### src/rtl/cphs_pkg.sv
package cphs_pkg;
  typedef enum logic [1:0] {
    HS_IDLE = 2'b00,
    HS_WAIT = 2'b01,
    HS_GO   = 2'b10,
    HS_LAST = 2'b11
  } hs_e;
endpackage

### src/rtl/cphs_count.sv
module cphs_count
  import cphs_pkg::*;
#(
  parameter int CNT_W = 4
) (
  input  logic             clk_i,
  input  logic             rst_ni,
  input  logic             start_i,
  input  logic [CNT_W-1:0] cnt_i,
  input  logic             busy_i,
  output hs_e              hs_o,
  output logic             step_o
);
  logic             active_q;
  logic [CNT_W-1:0] rem_q;

  assign step_o = active_q & ~busy_i;

  always_comb begin
    if (!active_q)         hs_o = HS_IDLE;
    else if (busy_i)       hs_o = HS_WAIT;
    else if (rem_q > 1)    hs_o = HS_GO;
    else                   hs_o = HS_LAST;
  end

  always_ff @(posedge clk_i or negedge rst_ni) begin
    if (!rst_ni) begin
      active_q <= 1'b0;
      rem_q    <= '0;
    end else if (start_i) begin
      active_q <= 1'b1;
      rem_q    <= (cnt_i == '0) ? CNT_W'(1) : cnt_i;
    end else if (step_o) begin
      rem_q <= rem_q - 1'b1;
      if (rem_q == CNT_W'(1)) active_q <= 1'b0;
    end
  end
endmodule

### src/rtl/cphs_gate.sv
module cphs_gate (
  input  logic clk_i,
  input  logic rst_ni,
  input  logic start_i,
  input  logic step_i,
  input  logic pass_i,
  input  logic cancel_i,
  output logic xfer_o,
  output logic commit_o
);
  logic xfer_q, pass_seen_q, cancel_q;

  // data beat trails its handshake cycle by one clock
  always_ff @(posedge clk_i or negedge rst_ni) begin
    if (!rst_ni) begin
      xfer_q      <= 1'b0;
      pass_seen_q <= 1'b0;
      cancel_q    <= 1'b0;
    end else if (start_i) begin
      xfer_q      <= 1'b0;
      pass_seen_q <= 1'b0;
      cancel_q    <= 1'b0;
    end else begin
      xfer_q <= step_i;
      if (step_i && pass_i) pass_seen_q <= 1'b1;
      if (cancel_i)         cancel_q    <= 1'b1;
    end
  end

  assign xfer_o   = xfer_q;
  assign commit_o = xfer_q & pass_seen_q & ~cancel_q & ~cancel_i;
endmodule

### src/rtl/cphs_rf.sv
module cphs_rf #(
  parameter int DW    = 32,
  parameter int REG_N = 16,
  localparam int AW   = $clog2(REG_N)
) (
  input  logic          clk_i,
  input  logic          rst_ni,
  input  logic          we_i,
  input  logic [AW-1:0] waddr_i,
  input  logic [DW-1:0] wdata_i,
  input  logic [AW-1:0] raddr_i,
  output logic [DW-1:0] rdata_o
);
  logic [DW-1:0] mem_q [REG_N];

  always_ff @(posedge clk_i or negedge rst_ni) begin
    if (!rst_ni) begin
      for (int i = 0; i < REG_N; i++) mem_q[i] <= '0;
    end else if (we_i) begin
      mem_q[waddr_i] <= wdata_i;
    end
  end

  assign rdata_o = mem_q[raddr_i];
endmodule

### src/rtl/cphs_seq.sv
module cphs_seq
  import cphs_pkg::*;
#(
  parameter int DW    = 32,
  parameter int REG_N = 16,
  parameter int CNT_W = 4,
  localparam int AW   = $clog2(REG_N)
) (
  input  logic             clk_i,
  input  logic             rst_ni,
  input  logic             instr_valid_i,
  input  logic             instr_is_load_i,
  input  logic [CNT_W-1:0] word_cnt_i,
  input  logic [AW-1:0]    base_idx_i,
  input  logic             busy_i,
  input  logic             pass_i,
  input  logic             late_cancel_i,
  input  logic [DW-1:0]    load_data_i,
  output logic [1:0]       hs_code_o,
  output logic [DW-1:0]    store_data_o,
  output logic             store_drive_o
);
  hs_e           hs;
  logic          step, xfer, commit, rf_we;
  logic [AW-1:0] ptr_q;
  logic          is_load_q, own_q;

  cphs_count #(.CNT_W(CNT_W)) u_count (
    .clk_i  (clk_i),
    .rst_ni (rst_ni),
    .start_i(instr_valid_i),
    .cnt_i  (word_cnt_i),
    .busy_i (busy_i),
    .hs_o   (hs),
    .step_o (step)
  );

  cphs_gate u_gate (
    .clk_i   (clk_i),
    .rst_ni  (rst_ni),
    .start_i (instr_valid_i),
    .step_i  (step),
    .pass_i  (pass_i),
    .cancel_i(late_cancel_i),
    .xfer_o  (xfer),
    .commit_o(commit)
  );

  always_ff @(posedge clk_i or negedge rst_ni) begin
    if (!rst_ni) begin
      ptr_q     <= '0;
      is_load_q <= 1'b0;
      own_q     <= 1'b0;
    end else if (instr_valid_i) begin
      ptr_q     <= base_idx_i;
      is_load_q <= instr_is_load_i;
      own_q     <= ~instr_is_load_i;
    end else if (xfer) begin
      ptr_q <= ptr_q + 1'b1;
    end
  end

  assign rf_we = commit & is_load_q;

  cphs_rf #(.DW(DW), .REG_N(REG_N)) u_rf (
    .clk_i  (clk_i),
    .rst_ni (rst_ni),
    .we_i   (rf_we),
    .waddr_i(ptr_q),
    .wdata_i(load_data_i),
    .raddr_i(ptr_q),
    .rdata_o(store_data_o)
  );

  assign hs_code_o     = hs;
  assign store_drive_o = own_q;
endmodule

### config.mk
export PLATFORM = sky130hd
export DESIGN_NAME = cphs_seq
export DESIGN_NICKNAME = d
export VERILOG_FILES = /design/src/rtl/cphs_pkg.sv /design/src/rtl/cphs_count.sv /design/src/rtl/cphs_gate.sv /design/src/rtl/cphs_rf.sv /design/src/rtl/cphs_seq.sv
export SDC_FILE = /design/constraint.sdc
export NUM_CORES = 1
export LEC_CHECK = 0
export ABC_CLOCK_PERIOD_IN_PS = 3200
export BUFFER_PORTS_ARGS = -buffer_cell sky130_fd_sc_hd__buf_2
export CORE_MARGIN = 8
export CORE_UTILIZATION = 46
export CTS_CLUSTER_DIAMETER = 60
export DETAILED_ROUTE_END_ITERATION = 10
export PLACE_DENSITY = 0.66
export SYNTH_ARGS = -nofsm -noshare
export SYNTH_HDL_FRONTEND = slang
export SYNTH_SLANG_ARGS = --single-unit
export TNS_END_PERCENT = 10
### constraint.sdc
create_clock -name clk_i -period 3.2 [get_ports clk_i]
set_clock_uncertainty 0.15 [all_clocks]
set_input_delay 0 -clock clk_i [delete_from_list [all_inputs] [get_ports clk_i]]
set_output_delay 0 -clock clk_i [all_outputs]
set_load 0.01 [all_outputs]
; After elaboration in Yosys (flattened, before gate mapping)
; Index checks and enable logic that the tools add are counted.
[totals]
regBits = 526
inputBits = 47
out_inout_bits = 35
word_cells = 71
[classes]
add_sub_neg = 2
n_lt_le_gt_ge = 3
n_eq_ne = 1
muxes = 22
bitwise_logic = 10
reduce_logical = 9
[op_table]
columns = op, n
row1 = $bwmux W512, 1
row2 = $bmux W32 S4, 1
row3 = $demux W32 S4, 1
row4 = $mux W32, 3
row5 = $mux W4, 5
row6 = $reduce_bool A2 Y1, 5
row7 = $mux W1, 9
row8 = $and A1 B1 Y1, 5
row9 = $ge A5 B5 Y1 const B, 1
row10 = $lt A5 B1 Y1 const B, 1
row11 = $not A4 Y5, 1
row12 = $add A4 B1 Y4 const B, 1
row13 = $eq A4 B1 Y1 const B, 1
row14 = $gt A4 B1 Y1 const B, 1
row15 = $logic_not A4 Y1, 1
row16 = $mux W2, 2
row17 = $not A1 Y1, 4
row18 = $sub A4 B1 Y4 const B, 1
row19 = $logic_and A1 B1 Y1, 2
row20 = $reduce_and A2 Y1, 1

; Depth between registers and ports, before layout
; Gate-level depths: netlist of run 1.
[logic_depth]
ltp_word = 6
mapped_depth = 8
ltp_nobuf = 5

; Cells and area by module
; From an unflattened synthesis of run 1, not the netlist that was laid out.
[unflattened]
cells_unflattened = 1473
area_unflattened_um2 = 23486.3
[by_module_without_submodules]
columns = mod, n_inst, cells_each, area_per_inst_um2, seq_area_each_um2
row1 = cphs_rf, 1, 1404, 22774.3, 12812.3
row2 = cphs_count, 1, 35, 319.1, 125.1
row3 = cphs_seq, 1, 25, 289.0, 150.1
row4 = cphs_gate, 1, 9, 103.8, 75.1

; Least setup slack after synthesis of run 1
; No wires, ideal clock.
[synth_timing]
kind = reg2reg
start = reg ptr_q[1]
end = reg u_rf.mem_q[321] in the netlist's numbering
setup_ns = 0.125
arrival_time_ns = 2.160
t_required_ns = 2.925
slack_ns = 0.765
stages_incl_launch_ff = 9
n_path_buf = 4
period_less_slack_ns = 2.435
cell_sequence = dfrtp_1 clkbuf_1 buf_2 buf_1 inv_1 ha_1 nand4_1 buf_2 mux2_2
[synth_between]
elab_chain_len = 6
word_cells_on_any_way = 7
classes_between = order compare: 2 / mux: 3 / bitwise: 1 / reduce/logical: 1
[synth_rtl]
columns = item, line
row1 = from (decl), cphs_seq.sv:25  ; logic [AW-1:0] ptr_q;
row2 = from (signal assigned), cphs_seq.sv:55  ; ptr_q <= base_idx_i;
row3 = from (signal assigned), cphs_seq.sv:59  ; ptr_q <= ptr_q + 1'b1;
row4 = $not A4 Y5 (not written as such) *, cphs_rf.sv:20  ; mem_q[waddr_i] <= wdata_i;
row5 = $ge A5 B5 Y1 (not written as such) / $lt A5 B1 Y1 (equally long branches), cphs_rf.sv:20
row6 = $logic_and A1 B1 Y1 (not written as such), cphs_rf.sv:20
row7 = $mux W32 (not written as such), cphs_rf.sv:20
row8 = $demux W32 S4 *, cphs_rf.sv:20
row9 = $bwmux W512 *, cphs_rf.sv:20
row10 = "to (signal, indexed assignment)", cphs_rf.sv:20
row11 = to (decl), cphs_rf.sv:14  ; logic [DW-1:0] mem_q [REG_N];
; Mark *: on every way between the ends. The rest lies on a longest branch, timed or not.
; A chain may end at the register's enable or synchronous reset.

; Worst setup path after layout of run 1
[layout_timing]
start = reg ptr_q[0]
end = out store_data_o[3]
[layout_between]
elab_chain_len = 4
[layout_rtl]
columns = item, line
row1 = $not A4 Y5 (not written as such), cphs_rf.sv:24  ; assign rdata_o = mem_q[raddr_i];
row2 = $bmux W32 S4, cphs_rf.sv:24
row3 = $mux W32 (not written as such) (2 in series), cphs_rf.sv:24
row4 = to (decl), cphs_seq.sv:20  ; output logic [DW-1:0] store_data_o,
; Every way passes these cells. The select of a mux whose other input is x is not followed.

==> run summary, run 1 <==
run status = finished, final reports clean
post-synthesis instance area = 0.0237 sq mm
number of nets in the final layout = 1645
number of pins with negative max-slew slack in the final report = 0
kind of launch point of the worst setup path = flop
wire length of the first global-routing pass = 88400 um
predominant post-synthesis flop cell = dfrtp_1
critical path data required time = 3.05 ns
post-layout power = 14.8 mW
share of async-settable or async-resettable flops after synthesis = 100%
post-CTS repair timing setup buffer count = 0
clock latency on the worst-skew pair = 0.59 ns
detailed-route vias per instance = 5.76
Placed Cells incl. Taps = 2150
net switching power = 3.46 mW
final period utilization = 93.1%
post-synthesis cell count = 1469
global placement routability congestion = 0.727
total wire length = 56200 um
Rel. slew slack = 31.4%
count of boundary I/O pins = 82
average cell area after synthesis = 16.1 sq um
post-synth net total = 1522
proportion of layout cells with a drive suffix above 1 = 51.7%
number of cells in the finished layout apart from fillers = 2317
final period demand of the worst path = 2.98 ns
max-cap viol count = 0
post-route setup slack = 0.222 ns
count of cells resized by post-cts repair = 0
setup TNS = 0 ns
clock tree from TritonCTS = yes
Yosys warning count = 0
clock input transition at the sequential cells of the worst setup and hold paths = 0.06 ns
Power Internal = 11.4 mW
number of enable-type register cells in the synthesized netlist = 0
Max Freq = 0.336 GHz
number of distinct library cell variants in the gate-level netlist after synthesis = 33
total clock buffers created by CTS = 56
Setup-failing EPs final = 0
worst hold slack after final layout = 0.0812 ns
critical path cell sequence = buf_12, mux4_2, a22oi_1, nand2_1, buf_2
H-tree level count = 2
Routed wire per std cell = 24.3 um
RSZ-0062 raised after global routing = false
busiest layer in global routing = met2
fraction of power consumed by the clock network = 44.9%
Horiz. Die Dim = 243 um
final count of hold timing violations = 0
Seq/Total Area, Yosys = 55.5%
pin count of the biggest net entering global routing = 105
grt ovf = 0
sum of net half-perimeters after detailed placement = 32700 um
number of synthesized register bits = 526
total power per unit cell area = 540 mW/mm^2
most common cell after layout, fill and taps aside = dfrtp_1
residual DRC count = 0
First DRT Iteration DRCs = 952
switching part of the total = 23.4%
commonest cells after routing, fill and taps aside = dfrtp_1, mux2_2, mux4_2
met1 global-route usage = 26.0%
class of the most critical setup path = flop to output pin
post-route ant nets = 0
number of optimization iterations in the first detailed-route pass = 5
layout-stage area growth over the synthesis result = 15.8%
Max FO, Critical Path = 81
clock buffer depth = 3
static power due to leakage = 13.7 nW
slew at the pin with the worst max-slew slack = 1.03 ns
cell accounting for the most synthesized area = dfrtp_1
portion of total power attributed to sequential cells = 46.6%
number of clock sinks = 526
post-placement worst setup slack = 0.376 ns
hold bufs inserted after CTS = 64
combinational share of power = 8.5%
top-area cell type share of the netlist area = 55.5%
class of the tightest hold or removal check = input port to flop
Crit path arrival time = 2.83 ns
antenna violations before repair = 1
Core Region = 0.0511 sq mm
Die H = 243 um
CTS root buffer = clkbuf_16
GR Util met2 = 32.0%
met3 routing resource usage after global routing = 2.83%
largest stage delay on the critical path = 0.58 ns
top cells by area in the synthesized netlist = dfrtp_1, mux2_2, mux4_2, a22oi_1, mux2_1
Die ar. = 0.0591 sq mm
Cell Rows = 83
number of global-route vias before repair = 14.6k
number of vias after detailed routing = 13.4k
Global Route Usage Sum = 19.1%
starting density of the core = 46.4%
type of destination of the critical path = output pin
number of buffers inserted by port buffering = 81
highest-delay cell along the critical path = mux4_2
worst-case vdd ir drop = 0.569 mV
[area by class of cell]
| class | count | area (sq um) |
|---|---|---|
| Antenna cell | 1 | 2.50 |
| Clock buffer | 80 | 1630 |
| Clock inverter | 22 | 285 |
| Fill cell | 4205 | 23600 |
| Inverter | 7 | 26.3 |
| Multi-Input combinational cell | 806 | 9900 |
| Sequential cell | 526 | 13200 |
| Tap cell | 680 | 851 |
| Timing Repair Buffer | 195 | 1580 |
[cells in the mapped netlist, drive strengths merged, types with 2 or more instances]
cell,n
xor2,2
buf,78
nor2b,2
nor3,3
dfrtp,526
ha,6
mux4,128
nand2,40
o41ai,2
nand4,17
xnor2,3
a22oi,64
inv,7
o21ai,8
clkbuf,52
nor2,7
mux2,515
nand3b,2
[cell families after synthesis]
group | synth area share (%)
muxes | 36.7
DFF | 55.5
buffers and inverters | 2.83
AOI/OAI and AO/OA | 2.35
and+or+nand+nor | 2.13
adders and majority gates | 0.317
xor gates and xnor gates | 0.185
[power groups by stage]
stage	clock, mW	combinational, mW	sequential, mW
global placement	0	1.19	7.02
detailed placement	0	1.20	7.03
global route	7.09	1.37	6.93
finish	6.65	1.25	6.92
floorplan	0	0.732	6.99
CTS	6.83	1.28	6.91
[flip-flops by register name, indices dropped and copies added (netlist names)]
| register | cells |
|---|---|
| is_load_q | 1 |
| u_gate.pass_seen_q | 1 |
| ptr_q | 4 |
| u_rf.mem_q | 512 |
| u_gate.cancel_q | 1 |
| u_count.active_q | 1 |
| u_count.rem_q | 4 |
| store_drive_o | 1 |
| u_gate.xfer_o | 1 |
[metal layers]
layer | part of all wire (%) | up-vias
li1 | - | 5766
met2 | 50 | 249
met4 | 1.9 | 0
met3 | 3.7 | 75
met1 | 44 | 7263
met5 | 0 | -
[critical path, delay by kind of cell (launching register included)]
kind / cells / cell delay, ns
buffers and inverters: 2 / 0.72
AND/OR/NAND/NOR: 1 / 0.11
flip-flops: 1 / 0.48
multiplexers: 1 / 0.58
AO/OA/AOI/OAI: 1 / 0.30
[final timing paths]
kind,depth (start not counted),slack (ns),endpoint,startpoint
hold reg to reg,1,0.34,u_rf.mem_q[423]$_DFFE_PN0P_,u_rf.mem_q[423]$_DFFE_PN0P_
setup reg to reg,3,0.36,u_rf.mem_q[494]$_DFFE_PN0P_,ptr_q[2]$_DFFE_PN0P_
setup / recovery,5,0.22,store_data_o[3],ptr_q[0]$_DFFE_PN0P_
max in group asynchronous,4,1.52,u_rf.mem_q[205]$_DFFE_PN0P_,rst_ni
min in group asynchronous,3,0.47,store_drive_o$_DFFE_PN0P_,rst_ni
hold / removal,3,0.08,is_load_q$_DFFE_PN0P_,instr_is_load_i
[through the flow]
step	utilization, %	instance area, sq um
6_report	53.7	27500
5_1_grt	53.7	27500
4_1_cts	53.7	27400
3_5_place_dp	48.7	24900
3_3_place_gp	48.7	24900
2_1_floorplan	-	23700
No activity file was read; power rests on OpenSTA's default activity.
==> run 2, diff against run 1 <==
- PLACE_DENSITY: 0.66 -> not set
- PLACE_DENSITY_LB_ADDON: not set -> 0.12
==> run 2 against run 1 <==
Power fell by 0.17%. Setup slack worse by 0.047 ns. Register-to-register slack better by 0.05 ns. Global-route usage grew 0.90 points. Die area stayed put. Sequential power about the same. Critical path type unchanged.
==> run summary, run 2 (synthesized netlist as in run 1, its figures left out) <==
wire length of the first global-routing pass = 91500 um
class of the tightest hold or removal check = input port to flop
Global Route Usage Sum = 20.0%
number of vias after detailed routing = 13.4k
number of buffers inserted by port buffering = 81
number of clock sinks = 526
Rel. slew slack = 25.7%
residual DRC count = 0
First DRT Iteration DRCs = 833
Placed Cells incl. Taps = 2138
Die ar. = 0.0591 sq mm
Largest register FFs = 512
number of global-route vias before repair = 14.8k
Horiz. Die Dim = 243 um
largest registers in the final layout = u_rf.mem_q x512, ptr_q x4, u_count.rem_q x4
number of antenna cells inserted = 0
H-tree level count = 2
kind of launch point of the worst setup path = flop
storage element area = 0.0132 sq mm
number of optimization iterations in the first detailed-route pass = 7
Max Freq = 0.331 GHz
starting density of the core = 46.4%
static power due to leakage = 13.7 nW
critical path data required time = 3.05 ns
combined buffer and inverter count along the critical path = 2
CTS root buffer = clkbuf_16
highest-delay cell along the critical path = mux4_2
multi-input logic area = 0.00990 sq mm
global placement routability congestion = 0.707
Routed wire per std cell = 25.2 um
Core Region = 0.0511 sq mm
final count of hold timing violations = 0
Die H = 243 um
Max FO, Critical Path = 84
commonest cells after routing, fill and taps aside = dfrtp_1, mux2_2, mux4_2
clock input transition at the sequential cells of the worst setup and hold paths = 0.06 ns
total wire length = 58300 um
Setup-failing EPs final = 0
grt ovf = 0
final period demand of the worst path = 3.02 ns
final period utilization = 94.5%
number of cells in the finished layout apart from fillers = 2316
post-CTS repair timing setup buffer count = 0
clock buffer depth = 3
largest stage delay on the critical path = 0.59 ns
clock tree from TritonCTS = yes
total power per unit cell area = 540 mW/mm^2
largest reg by FF count = u_rf.mem_q
proportion of layout cells with a drive suffix above 1 = 51.1%
max-cap viol count = 0
pin count of the biggest net entering global routing = 97
critical path cell sequence = buf_16, mux4_2, a22oi_1, nand2_1, buf_2
filler cell count in the final layout = 4219
Cell Rows = 83
RSZ-0062 raised after global routing = false
worst-case vdd ir drop = 0.422 mV
antenna violations before repair = 1
Crit path arrival time = 2.87 ns
total clock buffers created by CTS = 58
count of boundary I/O pins = 82
class of the most critical setup path = flop to output pin
detailed-route vias per instance = 5.78
clock latency on the worst-skew pair = 0.61 ns
slew at the pin with the worst max-slew slack = 1.11 ns
setup TNS = 0 ns
sum of net half-perimeters after detailed placement = 31600 um
post-route ant nets = 0
Top delay family on crit path = buffers and inverters
most common cell after layout, fill and taps aside = dfrtp_1
layout-stage area growth over the synthesis result = 15.6%
number of pins with negative max-slew slack in the final report = 0
type of destination of the critical path = output pin
number of nets in the final layout = 1642
run status = finished, final reports clean
## run 2: cell count changes in the layout (fill, tap and decap cells not counted), sizes merged
cell / change
clkinv: -5
buf: -11
bufinv: -5
inv: +2
clkbuf: +13
dlygate4sd3: +6
diode: -1
## run 2: worst paths after layout
path	slack (ns)	start	endpoint	cells past startpoint
setup / recovery	0.18	ptr_q[0]$_DFFE_PN0P_	store_data_o[27]	5
hold / removal	0.06	instr_is_load_i	is_load_q$_DFFE_PN0P_	3
setup reg to reg	0.41	u_gate.xfer_o$_DFF_PN0_	u_rf.mem_q[202]$_DFFE_PN0P_	4
hold reg to reg	0.33	u_rf.mem_q[426]$_DFFE_PN0P_	u_rf.mem_q[426]$_DFFE_PN0P_	1
max in group asynchronous	1.80	rst_ni	u_rf.mem_q[334]$_DFFE_PN0P_	5
min in group asynchronous	0.48	rst_ni	u_count.rem_q[2]$_DFFE_PN0P_	4
## run 2: layout make-up
cell class                      count  area share, %
Tap cell                          680           3.10
Multi-Input combinational cell    806           36.1
Inverter                            7         0.0959
Clock inverter                     14          0.425
Sequential cell                   526           48.0
Clock buffer                       93           6.58
Timing Repair Buffer              190           5.62
## run 2: power breakdown
part | leakage, nW | internal, mW | switching, mW
combinational | 5.41 | 0.524 | 0.736
clock | 0.951 | 3.93 | 2.70
sequential | 7.30 | 6.82 | 0.0946
total | 13.7 | 11.3 | 3.53
## run 2: routing by layer
| metal | GRT usage, % | up-vias | share of wire, % |
|---|---|---|---|
| li1 | - | 5770 | - |
| met1 | 28.1 | 7299 | 46 |
| met2 | 32.0 | 222 | 48 |
| met3 | 3.10 | 89 | 3.8 |
| met4 | 6.01 | 2 | 2.3 |
| met5 | 0 | - | 0.014 |
## run 2: worst reg2reg max path: cells and delay by family, from the launching register on
| family | cells | cell delay, ns |
|---|---|---|
| and+or+nand+nor | 2 | 1.08 |
| muxes | 1 | 0.65 |
| DFF | 1 | 0.44 |
| buffers and inverters | 1 | 0.33 |
## run 2: timing repair
action | in CTS | in global routing
gates resized for setup | 1 | 1
endpoints found under the setup margin | 10 | 4
endpoints found under the hold margin | 996 | 0
hold buffers | 71 | 0
## run 2: per-stage QoR
step / setup WS [ns] / cell area, sq um / hold slack, ns / power [mW] / util, %
after floorplan: 0.765 / 23700 / -0.446 / 7.73 / -
after CTS: 0.0382 / 27400 / 0.0188 / 15.0 / 53.6
after detailed placement: 0.395 / 24800 / -0.134 / 8.23 / 48.4
final: 0.175 / 27400 / 0.0598 / 14.8 / 53.6
after global routing: 0.0111 / 27400 / 0.0577 / 15.4 / 53.6
after global placement: 0.410 / 24800 / -0.134 / 8.21 / 48.4
